$ cat config.mk
export PLATFORM = sky130hd
export DESIGN_NAME = adc_cmd_frontend
export DESIGN_NICKNAME = d
export VERILOG_FILES = /design/src/rtl/adc_cmd_pkg.sv /design/src/rtl/fe_sync.sv /design/src/rtl/fe_shifter.sv /design/src/rtl/fe_seq.sv /design/src/rtl/adc_cmd_frontend.sv
export SDC_FILE = /design/constraint.sdc
export NUM_CORES = 1
export LEC_CHECK = 0
export BUFFER_PORTS_ARGS = -buffer_cell sky130_fd_sc_hd__clkbuf_2
export CAP_MARGIN = 15
export CORE_MARGIN = 2
export CORE_UTILIZATION = 30
export CTS_BUF_LIST = sky130_fd_sc_hd__clkbuf_4 sky130_fd_sc_hd__clkbuf_8 sky130_fd_sc_hd__clkbuf_16
export CTS_CLUSTER_DIAMETER = 200
export CTS_CLUSTER_SIZE = 14
export DETAILED_ROUTE_END_ITERATION = 10
export PLACE_DENSITY = 0.52
export SKIP_LAST_GASP = 1
export SYNTH_ARGS = -nofsm -noshare
export SYNTH_HDL_FRONTEND = slang
export SYNTH_HIERARCHICAL = 1
export SYNTH_SLANG_ARGS = --single-unit
$ cat constraint.sdc
create_clock -name clk -period 4.45 [get_ports clk]
set_clock_uncertainty 0.05 [all_clocks]
set_input_delay 0.89 -clock clk [delete_from_list [all_inputs] [get_ports clk]]
set_output_delay 0.89 -clock clk [all_outputs]
set_load 0.02 [all_outputs]
$ cat src/rtl/adc_cmd_pkg.sv
package adc_cmd_pkg;

   typedef enum logic [1:0] {
      ST_IDLE  = 2'd0,
      ST_SHIFT = 2'd1,
      ST_CONV  = 2'd2,
      ST_CAL   = 2'd3
   } fe_state_t;

   typedef struct packed {
      logic [2:0] prog;
      logic [1:0] mode;
   } cmd_t;

   localparam int FIELD_BITS = $bits(cmd_t);
   localparam int CMD_BITS   = FIELD_BITS + 2;
   localparam logic [1:0] MODE_CAL    = 2'b01;
   localparam logic [1:0] MODE_EXTCLK = 2'b11;

endpackage

$ cat src/rtl/fe_sync.sv
module fe_sync #(
   parameter int          W       = 3,
   parameter int          STAGES  = 2,
   parameter logic [W-1:0] RST_VAL = '0
) (
   input  logic         clk,
   input  logic         rst_n,
   input  logic [W-1:0] d,
   output logic [W-1:0] q
);
   generate
      if (STAGES == 0) begin : g_bypass
         assign q = d;
      end else begin : g_chain
         logic [W-1:0] stg [STAGES];
         always_ff @(posedge clk or negedge rst_n) begin
            if (!rst_n) begin
               for (int i = 0; i < STAGES; i++) stg[i] <= RST_VAL;
            end else begin
               stg[0] <= d;
               for (int i = 1; i < STAGES; i++) stg[i] <= stg[i-1];
            end
         end
         assign q = stg[STAGES-1];
      end
   endgenerate
endmodule

$ cat src/rtl/fe_shifter.sv
module fe_shifter
   import adc_cmd_pkg::*;
(
   input  logic clk,
   input  logic rst_n,
   input  logic cs_l,
   input  logic sclk_l,
   input  logic din_l,
   input  logic busy,
   output logic start_p,
   output logic cmd_valid,
   output cmd_t cmd,
   output logic shifting
);
   localparam int CW = $clog2(CMD_BITS + 1);

   logic                  sclk_prev;
   logic                  armed;
   logic [CW-1:0]         cnt;
   logic [FIELD_BITS-1:0] sr;
   logic                  sclk_rise, sclk_fall;

   assign sclk_rise = sclk_l & ~sclk_prev;
   assign sclk_fall = ~sclk_l & sclk_prev;
   assign start_p   = !cs_l && !shifting && sclk_rise && din_l && (!busy || armed);
   assign cmd_valid = !cs_l && shifting && sclk_fall && (cnt == CW'(CMD_BITS));
   assign cmd       = cmd_t'(sr);

   always_ff @(posedge clk or negedge rst_n) begin
      if (!rst_n) begin
         sclk_prev <= 1'b0;
         shifting  <= 1'b0;
         armed     <= 1'b1;
         cnt       <= '0;
         sr        <= '0;
      end else begin
         sclk_prev <= sclk_l;
         if (cs_l) begin
            shifting <= 1'b0;
            cnt      <= '0;
            armed    <= 1'b1;
         end else if (start_p) begin
            shifting <= 1'b1;
            cnt      <= CW'(1);
            sr       <= '0;
            armed    <= 1'b0;
         end else if (cmd_valid) begin
            shifting <= 1'b0;
         end else if (shifting && sclk_rise) begin
            cnt <= cnt + 1'b1;
            if (cnt <= CW'(FIELD_BITS)) sr <= {sr[FIELD_BITS-2:0], din_l};
         end
      end
   end

   AST_CS_HIGH_DROPS: assert property (@(posedge clk) disable iff (!rst_n)
      cs_l |=> !shifting);
   AST_START_ON_HIGH: assert property (@(posedge clk) disable iff (!rst_n)
      $rose(shifting) |-> $past(din_l));
   AST_BUSY_GATES_START: assert property (@(posedge clk) disable iff (!rst_n)
      (busy && !armed && !shifting) |=> !shifting);
endmodule

$ cat src/rtl/fe_seq.sv
module fe_seq
   import adc_cmd_pkg::*;
#(
   parameter int unsigned CONV_LEN = 64,
   parameter int unsigned CAL_LEN  = 80000
) (
   input  logic      clk,
   input  logic      rst_n,
   input  logic      start_p,
   input  logic      cmd_valid,
   input  cmd_t      cmd,
   output fe_state_t op,
   output logic      ext_clk,
   output logic [2:0] prog,
   output logic      strobe
);
   localparam int unsigned MAXLEN = (CAL_LEN > CONV_LEN) ? CAL_LEN : CONV_LEN;
   localparam int          TW     = $clog2(MAXLEN) + 1;

   fe_state_t   op_n;
   logic [TW-1:0] tmr, tmr_n;
   logic        ext_n, busy_n, strobe_n;
   logic [2:0]  prog_n;

   always_comb begin
      op_n   = op;
      tmr_n  = tmr;
      ext_n  = ext_clk;
      prog_n = prog;
      if (cmd_valid) begin
         prog_n = cmd.prog;
         if (cmd.mode == MODE_CAL) begin
            op_n  = ST_CAL;
            tmr_n = TW'(CAL_LEN - 1);
         end else begin
            op_n  = ST_CONV;
            tmr_n = TW'(CONV_LEN - 1);
            ext_n = (cmd.mode == MODE_EXTCLK);
         end
      end else if (start_p) begin
         op_n = ST_IDLE;
      end else if (op != ST_IDLE) begin
         if (tmr == '0) op_n = ST_IDLE;
         else           tmr_n = tmr - 1'b1;
      end
      busy_n   = (op_n != ST_IDLE);
      strobe_n = ext_n ? busy_n : !busy_n;
   end

   always_ff @(posedge clk or negedge rst_n) begin
      if (!rst_n) begin
         op      <= ST_IDLE;
         tmr     <= '0;
         ext_clk <= 1'b0;
         prog    <= '0;
         strobe  <= 1'b1;
      end else begin
         op      <= op_n;
         tmr     <= tmr_n;
         ext_clk <= ext_n;
         prog    <= prog_n;
         strobe  <= strobe_n;
      end
   end

   AST_CMD_STARTS_OP: assert property (@(posedge clk) disable iff (!rst_n)
      cmd_valid |=> (op != ST_IDLE));
   AST_CAL_KEEPS_CLK: assert property (@(posedge clk) disable iff (!rst_n)
      (cmd_valid && cmd.mode == MODE_CAL) |=> $stable(ext_clk));
   AST_START_ABORTS: assert property (@(posedge clk) disable iff (!rst_n)
      start_p |=> (op == ST_IDLE));
   AST_TIMER_IN_RANGE: assert property (@(posedge clk) disable iff (!rst_n)
      (op != ST_IDLE) |-> (tmr < TW'(MAXLEN)));
endmodule

$ cat src/rtl/adc_cmd_frontend.sv
module adc_cmd_frontend
   import adc_cmd_pkg::*;
#(
   parameter int unsigned CONV_LEN    = 64,
   parameter int unsigned CAL_LEN     = 80000,
   parameter int          SYNC_STAGES = 2
) (
   input  logic       clk,
   input  logic       rst_n,
   input  logic       cs_n,
   input  logic       sclk,
   input  logic       din,
   output logic       strobe,
   output logic [1:0] status,
   output logic [2:0] prog_bits,
   output logic       ext_clk_mode
);
   generate
      if (CONV_LEN < 1 || CAL_LEN < 1) begin : g_bad_len
         $error("operation lengths must be at least one cycle");
      end
      if (SYNC_STAGES < 0 || SYNC_STAGES > 4) begin : g_bad_sync
         $error("SYNC_STAGES must lie in 0..4");
      end
   endgenerate

   logic [2:0] pins_l;
   logic       cs_l, sclk_l, din_l;
   logic       start_p, cmd_valid, shifting;
   cmd_t       cmd;
   fe_state_t  op;

   fe_sync #(.W(3), .STAGES(SYNC_STAGES), .RST_VAL(3'b100)) u_sync (
      .clk(clk), .rst_n(rst_n), .d({cs_n, sclk, din}), .q(pins_l));

   assign {cs_l, sclk_l, din_l} = pins_l;

   fe_shifter u_shift (
      .clk(clk), .rst_n(rst_n), .cs_l(cs_l), .sclk_l(sclk_l), .din_l(din_l),
      .busy(op != ST_IDLE), .start_p(start_p), .cmd_valid(cmd_valid),
      .cmd(cmd), .shifting(shifting));

   fe_seq #(.CONV_LEN(CONV_LEN), .CAL_LEN(CAL_LEN)) u_seq (
      .clk(clk), .rst_n(rst_n), .start_p(start_p), .cmd_valid(cmd_valid),
      .cmd(cmd), .op(op), .ext_clk(ext_clk_mode), .prog(prog_bits),
      .strobe(strobe));

   assign status = shifting ? ST_SHIFT : op;

   AST_IDLE_STROBE_LEVEL: assert property (@(posedge clk) disable iff (!rst_n)
      (status == ST_IDLE) |-> (strobe != ext_clk_mode));
   AST_BUSY_STROBE_LEVEL: assert property (@(posedge clk) disable iff (!rst_n)
      (status == ST_CONV || status == ST_CAL) |-> (strobe == ext_clk_mode));
endmodule

==> key figures, run 1 <==
Layout
  – Final core utilization: 0.3521
  – Most frequent cells in the layout: 38 x sky130_fd_sc_hd__dfrtp_1, 17 x sky130_fd_sc_hd__nand2_1, 15 x sky130_fd_sc_hd__nor2_1
  – Share of layout cells above drive strength 1: 0.1953
  – Diodes inserted: 0
  – Design area: between 2000 and 2500 µm²
  – Count of nets after finishing: 223
  – Number of non-filler instances in the completed layout: about 310
  – Most frequent standard cell in the layout excluding fill and tap cells: sky130_fd_sc_hd__dfrtp_1
  – Area overhead of the layout relative to synthesis: 12.45%
  – Count of fill cells added during filler insertion: just over 700

Floorplan
  – Starting Density: 0.3131
  – Standard-cell rows: 30
  – Area of the die: between 7000 and 8000 µm²
  – Placeable core area: ~6900 µm²
  – Top-level port count: 12
  – Chip Width: between 80 and 90 µm
  – Y dimension of the die: around 89 µm

Drt
  – Number of vias per cell: just under 5
  – Residual DRC count: 0
  – Routed wire per std cell: ~14 µm
  – Antenna Nets Post-Route: 0
  – Total number of vias: about 1500
  – Iteration-0 DRC Markers: ~120
  – Number of optimization iterations in the first detailed-route pass: 4
  – Routed wire length: between 4000 and 5000 µm

Timing
  – Minimum clock period after layout: around 2.5 ns
  – Final Max Slew Viols: 0
  – Final Hold Fails: 0
  – Peak Freq: around 0.39 GHz
  – Setup repair after global routing missed its margin: false
  – Worst slew pin tran: between 0.6 and 0.7 ns
  – Slew HR: 0.5460
  – Setup-violating endpoint count in the final report: 0
  – Post-route fraction of the period consumed by the critical path: 0.5719
  – Setup TNS: 0 ns

Worst hold path
  – Worst hold path depth: 0
  – Launch point of the worst hold path: u_sync/g_chain.stg[3]$_DFF_PN0_
  – Hold endpoint: u_sync/q[0]$_DFF_PN0_
  – Hold/Removal Path Class: reg -> reg

Clock network
  – Hold-fix buffers at CTS: 0
  – Clock tree from TritonCTS: built
  – Clock sink total: 42
  – Clock tree root buffer cell: sky130_fd_sc_hd__clkbuf_8
  – PostCTS Resize Cnt: 0
  – Clk buf depth: 2
  – H-tree depth reported by CTS: 2
  – Setup fix buffers added after clock tree synthesis: 0
  – Clock latency at the later pin of the worst-skew pair: 0.30 ns
  – Clock Pin Slew Worst Setup and Hold Paths: around 0.090 ns
  – Number of buffers added by the clock tree synthesis step: 5

Synth
  – Mean instance size in the synthesized netlist: 10.49 µm²
  – Syn Nets: roughly 210
  – Number of instances in the synthesized netlist: 205
  – Sequential area share after synthesis: 0.4910
  – Commonest register cell after synthesis: sky130_fd_sc_hd__dfrtp_1
  – Post-synth cell types: 58
  – Post-synth ARST share: 1.000
  – #FFs+latches synth: 42
  – Ys Warns: 6
  – Cell area after synthesis: 2151 µm²
  – Number of synthesized flops with an enable pin: 0

Placed design
  – Placed Cells: a little over 300
  – Total of buffers placed on input and output ports: 11
  – Final estimated routing congestion in global placement: ~0.79
  – Cell Area, Placed: between 2000 and 2500 µm²
  – Half-perimeter wire length of the detailed placement result: approximately 2900 µm

Critical path
  – Critical path arrival: 2.68 ns
  – Critical path's largest stage delay: about 0.47 ns
  – Crit Path Max Fanout: 9
  – Startpoint-to-endpoint class of the critical path: reg -> reg
  – Critical path endpoint category: flip-flop
  – Cell Chain, Critical Path: or2_1 -> nor2b_1 -> or3_4 -> inv_1 -> o21ba_2 -> and4_1 -> nand4b_1 -> xnor2_1 -> o21a_1
  – Kind of cell adding the most delay to the critical path: simple AND/OR/NAND/NOR gates
  – Startpoint class of the critical path: flip-flop
  – Count of buffer and inverter cells on the critical path: 1
  – Required time of the critical path: ~4.6 ns
  – Origin of the worst setup path: u_seq/op[0]$_DFF_PN0_
  – Slowest stage cell on the critical path: sky130_fd_sc_hd__nor2b_1
  – Slack of the worst reg-to-reg path: 1.90 ns
  – Launching point of the worst reg2reg path: u_seq/op[0]$_DFF_PN0_
  – Cell count of the worst reg-to-reg path: 9
  – FF-to-FF End: u_seq/tmr[13]$_DFFE_PN0P_

Global route
  – Global-route wire length before repair: ~7500 µm
  – Number of global-route vias before repair: around 1500
  – Initial antenna violation count: 0
  – Maximum number of pins on one net before global-route repair: 43
  – Total Routing Usage GR: 0.1234
  – Remaining Overflow, GRT: 0

Run status
  – Outcome: completed

Power
  – Leakage component of the power: about 0.0011 µW
  – Worst ir drop on vdd: 0.1157 mV
  – P per Cell Area: ~310 nW/µm²
  – Power after layout: roughly 750 µW

Flow run
  – Number of max-capacitance violations reported: 0
[routing by layer]
metal  share of wire  vias up  wire (µm)  track usage
met4           0.012        0         50      0.03857
met5               0        -          0            0
li1                -      753          -            -
met2            0.43       21       1861       0.1832
met1            0.54      742       2317       0.1779
met3           0.022        4         95      0.02892
[how the worst max path moves through the flow]
stage                                           end  slack, ns  cells after the start
after floorplan           u_seq/tmr[16]$_DFFE_PN0P_       1.99                     10
after global placement    u_seq/tmr[16]$_DFFE_PN0P_       2.02                      7
after detailed placement  u_seq/tmr[13]$_DFFE_PN0P_       1.94                      9
after CTS                 u_seq/tmr[13]$_DFFE_PN0P_       1.91                      9
after global routing      u_seq/tmr[13]$_DFFE_PN0P_       1.67                      9
final                     u_seq/tmr[13]$_DFFE_PN0P_       1.90                      9
[cell families after synthesis]
group	share of synthesized area
adder cells (fa/ha/maj)	0.02327
flip-flops	0.4910
multiplexers	0.02036
AND/OR/NAND/NOR	0.2577
buffers and inverters	0.03839
AO/OA/AOI/OAI	0.1204
XOR/XNOR	0.04887
[Yosys cell counts (3+ instances only)]
cell type | instances | area, µm²
sky130_fd_sc_hd__nor2_1 | 15 | 56.30
sky130_fd_sc_hd__a21oi_1 | 6 | 30.03
sky130_fd_sc_hd__dfstp_2 | 4 | 105.1
sky130_fd_sc_hd__dfrtp_1 | 38 | 950.9
sky130_fd_sc_hd__nor2b_1 | 4 | 25.02
sky130_fd_sc_hd__xnor2_1 | 3 | 26.28
sky130_fd_sc_hd__or2_2 | 3 | 18.77
sky130_fd_sc_hd__buf_4 | 3 | 22.52
sky130_fd_sc_hd__clkbuf_1 | 5 | 18.77
sky130_fd_sc_hd__ha_1 | 4 | 50.05
sky130_fd_sc_hd__o211ai_1 | 5 | 37.54
sky130_fd_sc_hd__nand4b_1 | 3 | 26.28
sky130_fd_sc_hd__nand3_1 | 5 | 25.02
sky130_fd_sc_hd__mux2_2 | 3 | 33.78
sky130_fd_sc_hd__nand4_1 | 8 | 50.05
sky130_fd_sc_hd__xor2_1 | 9 | 78.83
sky130_fd_sc_hd__or2_1 | 3 | 18.77
sky130_fd_sc_hd__nand2_1 | 17 | 63.81
sky130_fd_sc_hd__buf_2 | 3 | 15.01
sky130_fd_sc_hd__o21ai_0 | 9 | 45.04
sky130_fd_sc_hd__inv_1 | 7 | 26.28
[power breakdown]
part	leakage (µW)	internal (µW)	total, µW	switching (µW)
logic	0.000523	15.0	38.1	23.0
registers	0.000542	396	410	14.2
clock network	0.0000504	167	307	140
total	0.00111	578	755	177
[per-stage QoR]
stage	setup slack (ns)	hold WS (ns)
3_3_place_gp	2.015	0.2868
4_1_cts	1.912	0.3113
5_1_grt	1.666	0.3172
6_report	1.905	0.3093
2_1_floorplan	1.991	0.2812
3_5_place_dp	1.938	0.2909
[sequential cells by signal, indices dropped and copies added (netlist names)]
| register | flops |
|---|---|
| u_seq/tmr | 18 |
| u_shift/cmd | 5 |
| u_seq/prog | 3 |
| u_shift/cnt | 3 |
| u_sync/g_chain.stg | 3 |
| u_sync/q | 3 |
| u_seq/op | 2 |
| u_seq/ext_clk | 1 |
| u_seq/strobe | 1 |
| u_shift/armed | 1 |
| u_shift/sclk_prev | 1 |
| u_shift/shifting | 1 |
[layout make-up]
type	count	area (µm²)	area share
Sequential cell	42	1056	0.4366
Multi-Input combinational cell	145	1012	0.4185
Tap cell	96	120.1	0.04966
Timing Repair Buffer	13	90.09	0.03725
Clock buffer	5	68.82	0.02845
Clock inverter	3	45.04	0.01862
Inverter	7	26.28	0.01086
(Power assumes the default switching activity.)
==> inputs of run 2 (changes only) <==
--- a/config.mk
+++ b/config.mk
@@ -13,7 +13,7 @@
 export CTS_CLUSTER_DIAMETER = 200
 export CTS_CLUSTER_SIZE = 14
 export DETAILED_ROUTE_END_ITERATION = 10
-export PLACE_DENSITY = 0.52
+export PLACE_DENSITY = 0.54
 export SKIP_LAST_GASP = 1
 export SYNTH_ARGS = -nofsm -noshare
 export SYNTH_HDL_FRONTEND = slang
==> constraint.sdc (replaced) <==
create_clock -name clk -period 2.3 [get_ports clk]
set_clock_uncertainty 0.05 [all_clocks]
set_input_delay 0.46 -clock clk [delete_from_list [all_inputs] [get_ports clk]]
set_output_delay 0.46 -clock clk [all_outputs]
set_load 0.02 [all_outputs]
==> key figures, run 2 (synthesis results as in run 1) <==
Timing
  – Final Max Slew Viols: 0 (unchanged)
  – Final Hold Fails: 0 (unchanged)
  – Setup repair after global routing missed its margin: false (unchanged)
  – Peak Freq: 0.4622 GHz (was 0.3929 GHz)
  – Slew HR: 0.5420 (was 0.5460)
  – Setup-violating endpoint count in the final report: 0 (unchanged)
  – Worst slew pin tran: 0.6870 ns (was 0.6738 ns)
  – Minimum clock period after layout: 2.163 ns (was 2.545 ns)
  – Post-route fraction of the period consumed by the critical path: 0.9406 (was 0.5719)

Global route
  – Total Routing Usage GR: 0.1250 (was 0.1234)
  – Maximum number of pins on one net before global-route repair: 29 (was 43)
  – Remaining Overflow, GRT: 0 (unchanged)
  – Global-route wire length before repair: 7610 µm (was 7521 µm)
  – Number of global-route vias before repair: 1603 (was 1544)
  – Initial antenna violation count: 0 (unchanged)

Placed design
  – Final estimated routing congestion in global placement: 0.7635 (was 0.7863)
  – Half-perimeter wire length of the detailed placement result: 3095 µm (was 2860 µm)
  – Total of buffers placed on input and output ports: 11 (unchanged)
  – Cell Area, Placed: 2406 µm² (was 2277 µm²)
  – Placed Cells: 316 (was 302)

Layout
  – Share of layout cells above drive strength 1: 0.2544 (was 0.1953)
  – Area overhead of the layout relative to synthesis: 16.99% (was 12.45%)
  – Design area: 2516 µm² (was 2419 µm²)
  – Diodes inserted: 0 (unchanged)
  – Most frequent cells in the layout: 38 x sky130_fd_sc_hd__dfrtp_1, 17 x sky130_fd_sc_hd__nand2_1, 15 x sky130_fd_sc_hd__nor2_1 (unchanged)
  – Final core utilization: 0.3663 (was 0.3521)
  – Number of flip-flops in the largest register: 18 (unchanged)
  – Most frequent standard cell in the layout excluding fill and tap cells: sky130_fd_sc_hd__dfrtp_1 (unchanged)
  – Number of non-filler instances in the completed layout: 324 (was 311)
  – Count of nets after finishing: 236 (was 223)
  – Largest register by flop count: u_seq/tmr (unchanged)

Drt
  – Total number of vias: 1570 (was 1520)
  – Residual DRC count: 0 (unchanged)
  – Routed wire per std cell: 13.38 µm (was 13.91 µm)
  – Antenna Nets Post-Route: 0 (unchanged)
  – Routed wire length: 4336 µm (was 4325 µm)
  – Iteration-0 DRC Markers: 100 (was 119)
  – Number of optimization iterations in the first detailed-route pass: 4 (unchanged)
  – Number of vias per cell: 4.846 (was 4.887)

Clock network
  – Clock tree from TritonCTS: built (unchanged)
  – Clk buf depth: 2 (unchanged)
  – H-tree depth reported by CTS: 2 (unchanged)
  – Clock tree root buffer cell: sky130_fd_sc_hd__clkbuf_8 (unchanged)
  – Setup fix buffers added after clock tree synthesis: 0 (unchanged)
  – Clock Pin Slew Worst Setup and Hold Paths: 0.09 ns (about the same)
  – Number of buffers added by the clock tree synthesis step: 5 (unchanged)
  – Clock latency at the later pin of the worst-skew pair: 0.29 ns (was 0.30 ns)
  – Clock sink total: 42 (unchanged)

Worst hold path
  – Hold/Removal Path Class: in -> async (was reg -> reg)

Floorplan
  – Standard-cell rows: 30 (unchanged)
  – Top-level port count: 12 (unchanged)
  – Y dimension of the die: 88.67 µm (unchanged)
  – Starting Density: 0.3131 (unchanged)
  – Placeable core area: 6869 µm² (unchanged)
  – Chip Width: 88.67 µm (unchanged)
  – Area of the die: 7862 µm² (unchanged)

Critical path
  – Kind of cell adding the most delay to the critical path: simple AND/OR/NAND/NOR gates (unchanged)
  – Critical path's largest stage delay: 0.40 ns (was 0.47 ns)
  – Cell Chain, Critical Path: or3b_1 -> or3_4 -> inv_2 -> o21ba_4 -> and4_2 -> nand4b_1 -> xnor2_1 -> o21a_1 (was or2_1 -> nor2b_1 -> or3_4 -> inv_1 -> o21ba_2 -> and4_1 -> nand4b_1 -> xnor2_1 -> o21a_1)
  – Critical path arrival: 2.31 ns (was 2.68 ns)
  – Launching point of the worst reg2reg path: u_shift/sclk_prev$_DFF_PN0_ (was u_seq/op[0]$_DFF_PN0_)
  – Critical path endpoint category: flip-flop (unchanged)
  – Origin of the worst setup path: u_shift/sclk_prev$_DFF_PN0_ (was u_seq/op[0]$_DFF_PN0_)
  – Crit Path Max Fanout: 8 (was 9)
  – Startpoint class of the critical path: flip-flop (unchanged)
  – Startpoint-to-endpoint class of the critical path: reg -> reg (unchanged)
  – Slowest stage cell on the critical path: sky130_fd_sc_hd__or3b_1 (was sky130_fd_sc_hd__nor2b_1)
  – Required time of the critical path: 2.44 ns (was 4.59 ns)
  – Count of buffer and inverter cells on the critical path: 1 (unchanged)

Run status
  – Outcome: completed (unchanged)

Power
  – Leakage component of the power: 0.001176 µW (was 0.001115 µW)
  – P per Cell Area: 573.0 nW/µm² (was 312.1 nW/µm²)
  – Power after layout: 1442 µW (was 754.8 µW)
  – Worst ir drop on vdd: 0.2295 mV (was 0.1157 mV)

Flow run
  – Number of max-capacitance violations reported: 0 (unchanged)
-- run 2: changes by cell type in the layout (fill, tap and decap cells not counted), sizes merged --
cell,before,now
clkinv,0,2
clkinvlp,2,0
buf,2,15
-- run 2: final cells by class --
type / count / area [µm²]
clock inverters: 3 / 40.04
clock buffers: 5 / 68.82
flip-flops and latches: 42 / 1056
repair buffers: 26 / 180.2
fillers: 672 / 4353
well taps: 96 / 120.1
inverters: 7 / 26.28
multi-input cells: 145 / 1025
-- run 2: worst paths after layout --
path                       cells past startpoint                              end  slack [ns]
max                                            8        u_seq/tmr[13]$_DFFE_PN0P_        0.14
min                                            1  u_sync/g_chain.stg[4]$_DFF_PN0_        0.14
max reg2reg                                    8        u_seq/tmr[13]$_DFFE_PN0P_        0.14
min reg2reg                                    0            u_sync/q[0]$_DFF_PN0_        0.30
max in group asynchronous                      2         u_seq/tmr[8]$_DFFE_PN0P_        1.46
min in group clk                               1  u_sync/g_chain.stg[5]$_DFF_PN1_        0.19
-- run 2: metrics by stage --
step	setup slack [ns]	setup TNS [ns]	hold slack, ns
final	0.1367	0	0.1398
after global routing	0.01968	0	0.1729
after CTS	0.1200	0	0.1812
after detailed placement	0.1210	0	0.2858
after global placement	0.1700	0	0.2915
after floorplan	-0.01298	-0.01298	0.1144
-- run 2: what timing repair did --
action                                  in CTS  in global routing
endpoints found under the setup margin       0                  1
resized for setup                            0                  1
hold endpoints to repair                     0                  0
hold buffers                                 0                  0
-- run 2: per-layer routing --
| metal | vias to the layer above | part of all wire | global-route usage |
|---|---|---|---|
| li1 | 781 | - | - |
| met1 | 751 | 0.49 | 0.1679 |
| met2 | 34 | 0.46 | 0.1974 |
| met3 | 4 | 0.043 | 0.03172 |
| met4 | 0 | 0.011 | 0.03994 |
| met5 | - | 0 | 0 |
-- run 2: report_power, final --
part	switching (µW)	leakage, µW	internal [µW]	total [µW]
logic	46.2	0.000577	33.8	80.0
clock network	258	0.0000579	320	578
registers	18.8	0.000542	765	784
